--- src/rtl/tod_pkg.sv ---
package tod_pkg;
  localparam int DIGIT_W    = 4;
  localparam int NUM_DIGITS = 6;
  localparam int TIME_W     = NUM_DIGITS * DIGIT_W;
  localparam int SEL_W      = 3;
  localparam int SEG_W      = 7;

  typedef logic [DIGIT_W-1:0] bcd_t;

  // position of each digit on the scanned display
  typedef enum logic [SEL_W-1:0] {
    POS_SEC_U  = 3'd0,
    POS_SEC_T  = 3'd1,
    POS_MIN_U  = 3'd2,
    POS_MIN_T  = 3'd3,
    POS_HOUR_U = 3'd4,
    POS_HOUR_T = 3'd5
  } disp_pos_e;
endpackage

--- src/rtl/tod_bcd_pair.sv ---
module tod_bcd_pair
  import tod_pkg::*;
#(
  parameter int TENS_TOP  = 5,
  parameter int UNITS_TOP = 9
) (
  input  logic clk,
  input  logic rst,
  input  logic step_i,
  input  logic carry_en_i,
  output bcd_t units_o,
  output bcd_t tens_o,
  output logic carry_o
);
  localparam bcd_t TENS_LAST  = bcd_t'(TENS_TOP);
  localparam bcd_t UNITS_LAST = bcd_t'(UNITS_TOP);
  localparam bcd_t NINE       = bcd_t'(9);

  bcd_t units_q, tens_q;
  logic carry_q;
  logic at_top;

  assign at_top = (tens_q == TENS_LAST) && (units_q == UNITS_LAST);

  always_ff @(posedge clk or posedge rst) begin
    if (rst) begin
      units_q <= '0;
      tens_q  <= '0;
      carry_q <= 1'b0;
    end else begin
      carry_q <= step_i & carry_en_i & at_top;
      if (step_i) begin
        if (at_top) begin
          units_q <= '0;
          tens_q  <= '0;
        end else if (units_q == NINE) begin
          units_q <= '0;
          tens_q  <= tens_q + bcd_t'(1);
        end else begin
          units_q <= units_q + bcd_t'(1);
        end
      end
    end
  end

  assign units_o = units_q;
  assign tens_o  = tens_q;
  assign carry_o = carry_q;
endmodule

--- src/rtl/tod_seg_decode.sv ---
module tod_seg_decode
  import tod_pkg::*;
(
  input  bcd_t             digit_i,
  output logic [SEG_W-1:0] seg_o
);
  // active high, bit 0 = segment a ... bit 6 = segment g; 10..15 blank
  always_comb begin
    case (digit_i)
      4'd0:    seg_o = 7'h3F;
      4'd1:    seg_o = 7'h06;
      4'd2:    seg_o = 7'h5B;
      4'd3:    seg_o = 7'h4F;
      4'd4:    seg_o = 7'h66;
      4'd5:    seg_o = 7'h6D;
      4'd6:    seg_o = 7'h7D;
      4'd7:    seg_o = 7'h07;
      4'd8:    seg_o = 7'h7F;
      4'd9:    seg_o = 7'h6F;
      default: seg_o = '0;
    endcase
  end
endmodule

--- src/rtl/tod_scan_mux.sv ---
module tod_scan_mux
  import tod_pkg::*;
#(
  parameter int N_POS = NUM_DIGITS
) (
  input  logic                     clk,
  input  logic                     rst,
  input  logic                     scan_tick,
  input  logic [N_POS*DIGIT_W-1:0] digits_i,
  output logic [SEL_W-1:0]         sel_o,
  output bcd_t                     digit_o
);
  localparam logic [SEL_W-1:0] LAST_POS = SEL_W'(N_POS - 1);

  logic [SEL_W-1:0] sel_q;
  bcd_t             dig_arr [N_POS];

  for (genvar g = 0; g < N_POS; g++) begin : g_slot
    assign dig_arr[g] = digits_i[g*DIGIT_W +: DIGIT_W];
  end

  always_ff @(posedge clk or posedge rst) begin
    if (rst) begin
      sel_q <= '0;
    end else if (scan_tick) begin
      sel_q <= (sel_q == LAST_POS) ? '0 : sel_q + SEL_W'(1);
    end
  end

  always_comb begin
    digit_o = '0;
    for (int i = 0; i < N_POS; i++) begin
      if (sel_q == SEL_W'(i)) digit_o = dig_arr[i];
    end
  end

  assign sel_o = sel_q;
endmodule

--- src/rtl/tod_bcd_clock.sv ---
module tod_bcd_clock
  import tod_pkg::*;
(
  input  logic              clk,
  input  logic              rst,
  input  logic              sec_tick,
  input  logic              scan_tick,
  input  logic              adj_min,
  input  logic              adj_hour,
  output logic [TIME_W-1:0] time_bcd_o,
  output logic [SEL_W-1:0]  sel_o,
  output logic [SEG_W-1:0]  seg_o
);
  bcd_t sec_u, sec_t, min_u, min_t, hour_u, hour_t;
  logic sec_carry, min_carry, hour_wrap_unused;
  logic min_step, hour_step;
  bcd_t shown_digit;
  logic [TIME_W-1:0] digits;

  tod_bcd_pair #(.TENS_TOP(5), .UNITS_TOP(9)) u_sec (
    .clk(clk), .rst(rst), .step_i(sec_tick), .carry_en_i(1'b1),
    .units_o(sec_u), .tens_o(sec_t), .carry_o(sec_carry)
  );

  // adjust steps the minutes but may not feed the hour carry
  assign min_step = sec_carry | adj_min;

  tod_bcd_pair #(.TENS_TOP(5), .UNITS_TOP(9)) u_min (
    .clk(clk), .rst(rst), .step_i(min_step), .carry_en_i(sec_carry),
    .units_o(min_u), .tens_o(min_t), .carry_o(min_carry)
  );

  assign hour_step = min_carry | adj_hour;

  tod_bcd_pair #(.TENS_TOP(2), .UNITS_TOP(3)) u_hour (
    .clk(clk), .rst(rst), .step_i(hour_step), .carry_en_i(1'b0),
    .units_o(hour_u), .tens_o(hour_t), .carry_o(hour_wrap_unused)
  );

  assign digits     = {hour_t, hour_u, min_t, min_u, sec_t, sec_u};
  assign time_bcd_o = digits;

  tod_scan_mux #(.N_POS(NUM_DIGITS)) u_scan (
    .clk(clk), .rst(rst), .scan_tick(scan_tick),
    .digits_i(digits), .sel_o(sel_o), .digit_o(shown_digit)
  );

  tod_seg_decode u_dec (
    .digit_i(shown_digit), .seg_o(seg_o)
  );
endmodule

--- config.mk ---
export PLATFORM = sky130hd
export DESIGN_NAME = tod_bcd_clock
export DESIGN_NICKNAME = d
export VERILOG_FILES = /design/src/rtl/tod_pkg.sv /design/src/rtl/tod_bcd_pair.sv /design/src/rtl/tod_seg_decode.sv /design/src/rtl/tod_scan_mux.sv /design/src/rtl/tod_bcd_clock.sv
export SDC_FILE = /design/constraint.sdc
export NUM_CORES = 1
export LEC_CHECK = 0
export ABC_AREA = 1
export CAP_MARGIN = 20
export CORE_MARGIN = 2
export CORE_UTILIZATION = 40
export CTS_CLUSTER_SIZE = 40
export DETAILED_ROUTE_END_ITERATION = 12
export PLACE_DENSITY_LB_ADDON = 0.1
export SLEW_MARGIN = 40
export SYNTH_ARGS = -nofsm -noshare
export SYNTH_HDL_FRONTEND = slang
export SYNTH_SLANG_ARGS = --single-unit
export TNS_END_PERCENT = 10
--- constraint.sdc ---
create_clock -name clk -period 4.8 [get_ports clk]
set_input_delay 0.96 -clock clk [delete_from_list [all_inputs] [get_ports clk]]
set_output_delay 0.96 -clock clk [all_outputs]
set_load 0.01 [all_outputs]
# Word level (Yosys, flattened, before mapping)
# Memory sizes are Yosys's and may differ from the RTL's.
# Cells that the tools add are included.
# Widths: inputs -> output; s select.
# word_totals
out_inout_bits	34
n_memories	1
register_bits	29
word_cells	63
in_bits	6
rom_bits	112
# op_classes
n_eq_ne	12
bitwise	5
n_mux	19
reduce_logical	10
add_sub_neg	7
# memory_table
name	depth	word_bits	read_ports	rd_clocked_by_memory_dff	write_ports	line_no	source
(name not given)	16	7	1	0	0	tod_seg_decode.sv:9	case (digit_i)
# ops
op	n
$mux 4	18
$add 4x1->4 const B	6
$eq 4x4->1 const B	3
$eq 4x2->1 const B	2
$eq 4x3->1 const B	2
$eq 3x2->1 const B	2
$eq 3x3->1 const B	2
$reduce_and 2->1	3
$reduce_bool 2->1	3
$add 3x1->3 const B	1
$and 1x1->1	3
$eq 3x1->1 const B	1
$logic_and 1x1->1	3
$logic_not 3->1	1
$mux 3	1
$or 1x1->1	2

# Depth between registers and ports, before layout
# An unclocked memory read counts as a cell.
# depth
depth_word	8
ltp_mapped	17
depth_no_buf	16

# Hierarchy
# A second synthesis with hierarchy kept.
# hier_totals
cells_unflattened	306
hier_area_um2	2189.6
# modules_own_cells
module	area_per_inst_um2	seq_area_each_um2	cells_per_inst	instances
tod_bcd_pair (u_min ...)	470.5	225.2	58	2
tod_bcd_pair (u_hour)	545.5	225.2	64	1
tod_scan_mux	462.9	75.1	79	1
tod_seg_decode	210.2	0.0	39	1
tod_bcd_clock	30.0	0.0	8	1

# Least setup slack after synthesis
# Ideal clock, no wire load.
# synth_timing
path_kind	flip-flop to output port
start	register u_scan.sel_q[0], in the netlist u_scan.sel_o[0]
end	output port seg_o[3]
stages_incl_launch_ff	16
slack_ns	1.823
n_path_buf	1
t_arrival_ns	2.017
required_ns	3.840
cell_sequence	dfrtp_1 -> buf_6 -> nand2_1 -> inv_1 -> ha_1 -> inv_1 -> nand2_1 -> o21ai_0 -> nand2_1 -> nand2_1 -> inv_1 -> ha_1 -> nand3_1 -> nand2_1 -> nand2_1 -> nand2_1
# synth_via
elab_chain_cells	8
word_cells_on_any_way	13
cone_classes	eq/ne (5); mux (6); reduce/logical (1); memory (1)
# synth_lines
item	line_no	source
from (decl)	tod_scan_mux.sv:15	logic [SEL_W-1:0] sel_q;
from (signal assigned)	tod_scan_mux.sv:26	sel_q <= (sel_q == LAST_POS) ? '0 : sel_q + SEL_W'(1);
$logic_not 3->1	tod_scan_mux.sv:33	if (sel_q == SEL_W'(i)) digit_o = dig_arr[i];
$mux 4 (5 in series)	tod_scan_mux.sv:33	
$mux 4 (*)	tod_scan_mux.sv:33	
$mem_v2 16x7 (*)	n/a	
to (decl)	tod_bcd_clock.sv:12	output logic [SEG_W-1:0] seg_o
# Mark *: on every way between the ends. The rest lies on a longest branch, timed or not.

# Final worst setup path
# layout_timing
start	register u_scan.sel_q[1], in the netlist u_scan.sel_o[1]
end	output port seg_o[3]
# Same word-level chain as after synthesis.

==> summary.txt <==
Run
  – Max Cap Violations: 0

STA
  – Final setup vio count: 0
  – Final hold viol count: 0
  – Clk_skew: 5.317 ps
  – Worst Tran Pin Value: 546.1 ps
  – Final period utilization: 0.8219
  – Fmax: 253.5 MHz
  – Final slew viol count: 0
  – Worst hold slack: roughly 520 ps
  – Max-Slew Margin vs Limit: 0.6331
  – Setup TNS: 0 ps
  – Tmin final: between 3000 and 4000 ps
  – RSZ-0062 raised after global routing: no

Finish
  – Most common cell after layout, fill and taps aside: nand2_1
  – Post-layout util: 0.5354
  – Layout cells sized above 1: 0.06601
  – Final #Nets: 323
  – P&R area growth vs syn: 28.97%
  – Layout fillers: 466
  – Total inserted antenna cells: 0
  – Commonest cells after routing, fill and taps aside: nand2_1 (56), inv_1 (41), clkdlybuf4s50_1 (39), nand3_1 (32), dfrtp_1 (29)

Global routing
  – First-pass GRT wire length: 6.969 mm
  – GR Overflow Total: 0
  – Largest net degree at the start of global routing: 30
  – Initial antenna violation count: 0
  – Total Routing Usage GR: 0.1657
  – Vias in the first global route: 1,550

Die
  – Initial core utilization: 0.4151
  – Row count: 25
  – Chip height: 74.01 um
  – Die Area: 5477 um^2
  – Die X-Extent: 74.01 um
  – Core area: 4723 um^2
  – IO Count: 40

Clock network
  – CTS H-tree lvls: 2
  – CTS root buf: clkbuf_8
  – PostCTS Resize Cnt: 0
  – Clock-pin slew on the worst setup and hold paths: roughly 60 ps
  – Clock Latency Late Sink: 280 ps
  – CTS tree: built
  – Clock buffer depth: 2
  – Sink Count: 29
  – Post-cts hold buffer count: 0
  – Postcts setup bufs: 0
  – CTS buffer count: 5

Critical path
  – Most used cell, CP: nand2_1
  – CP delay by family, top: buffers and inverters
  – CP Class: register to primary output
  – Worst path required time: 3840 ps
  – Worst EP arrival: 2990 ps
  – CP Max Fanout: 11
  – Crit-path cells: nand2_1, inv_1, ha_1, inv_1, nand2_1, inv_1, nand2_1, nand2_1, nand3_1, and2_4, inv_1, ha_1, nand3_1, nand2_1, nand2_1, nand2_1, clkdlybuf4s50_1
  – Worst path buffer plus inverter count: 5
  – Worst path slowest cell: dfrtp_1
  – Crit start category: register
  – Critical Path Sink Type: primary output
  – Crit-path max cell delay: 610 ps

Power and ir drop
  – Sw Ratio: 0.4323
  – Max VDD drop: 0.3524 mV
  – Clock power frac: 0.130
  – NetSw: just under 0.0009 W
  – Total power: 0.002000 W
  – Reg power frac: 0.248
  – Logic gate share of total power: 0.622
  – Leak: 1.252 nW
  – P_int: 0.001135 W
  – Pwr Density: between 700 and 800 nW/um^2

Yosys
  – Net count after synthesis: between 200 and 300
  – Post-synth ARST share: 1.000
  – Yosys top cell area share: 0.3701
  – Mean area per synthesized cell: 7.599 um^2
  – Register area share after synthesis: 0.3701
  – Top_reg_cell synth: dfrtp_1
  – Post-Synthesis Cells: 258
  – Yosys top cell by area: dfrtp_1
  – Post-synth EDFFs: 0
  – Synthesized cell area: 1961 um^2
  – Yosys cell types: 25
  – Synth Register Bits: 29
  – Syn. warnings: 0
  – Synth area leaders: dfrtp_1 (37%), nand2_1 (11%), ha_1 (9.6%)

Route
  – Via Count: about 1,700
  – Number of routed nets with antenna violations: 0
  – DRC violations left: 0
  – Iter 0 DRT Violations: 54
  – Post-DR wirelength/cell: between 10 and 15 um
  – Drt first pass iters: 4
  – Routed wire length: 3.998 mm
  – Via-per-instance ratio: approximately 4.7

Placed design
  – GP Congestion: just under 0.8
  – HPWL Detailed: 3.139 mm
  – Number of port buffers: 39

Run status
  – Outcome: finished, final reports clean

Hold path
  – HP Class: register to register
## path summary, 6_finish.rpt
path	slack (ps)	cells after the start	to	startpoint
max	850	17	seg_o[3]	u_scan.sel_o[1]
min	520	1	u_min.units_o[1]	u_min.units_o[1]
max reg2reg	3100	8	u_sec.tens_o[3]	u_sec.units_o[2]
min reg2reg	520	1	u_min.units_o[1]	u_min.units_o[1]
max in group asynchronous	3490	3	u_min.tens_o[0]	rst
min in group asynchronous	1040	3	u_scan.sel_o[0]	rst
## logic make-up after synthesis
kind of cell,after synthesis,share of synthesized area
AND/OR/NAND/NOR,129,0.3140
buffers and inverters,47,0.09955
AO/OA/AOI/OAI,30,0.08488
flip-flops,29,0.3701
adder cells (fa/ha/maj),15,0.09572
XOR/XNOR,8,0.03574
## power by group through the flow
stage          Combinational [W]  Sequential, W  Clock [W]
6_report                 0.00124       0.000496   0.000260
5_1_grt                  0.00141       0.000521   0.000282
4_1_cts                  0.00126       0.000498   0.000269
3_5_place_dp             0.00125       0.000501          0
3_3_place_gp             0.00125       0.000499          0
2_1_floorplan           0.000712       0.000504          0
## cell usage after synthesis, types with 2 or more instances
library cell	number
o31ai_1	2
xor2_1	8
o21ai_0	12
nand2_2	2
inv_1	41
dfrtp_1	29
nor3_1	4
nor3_4	2
nand4_1	5
o22ai_1	4
a21oi_1	10
inv_2	3
nor2_1	20
nand3_1	32
ha_1	15
nand3b_1	4
buf_6	2
nand2_1	56
## routing by layer
layer  share of wire  up-vias  global-route usage
li1                -      926                   -
met1            0.51      759              0.2296
met2            0.41       44              0.2421
met3           0.063        9             0.05149
met4           0.018        0             0.06465
met5               0        -                   0
## state kept, by name (all words and copies together), names as in the netlist
register	count
u_min.carry_o	1
u_min.units_o	4
u_sec.tens_o	4
u_sec.carry_o	1
u_scan.sel_o	3
u_hour.units_o	4
u_sec.units_o	4
u_min.tens_o	4
u_hour.tens_o	4
## cell type report
class	count	area (um^2)	share of cell area
clock inverters	1	30.03	0.01188
repair buffers	40	397.9	0.1573
inverters	44	165.2	0.06531
well taps	67	83.83	0.03315
multi-input cells	182	1040	0.4112
flip-flops and latches	29	725.7	0.2870
clock buffers	7	86.33	0.03414
## stage by stage
stage / worst slack [ps] / instance area [um^2] / instances
2_1_floorplan: 1823 / 1961 / 258
3_3_place_gp: 1226 / 2412 / 362
3_5_place_dp: 1168 / 2412 / 362
4_1_cts: 843.9 / 2529 / 370
5_1_grt: 523.1 / 2529 / 370
6_report: 855.0 / 2529 / 370
(Power assumes the default switching activity.)
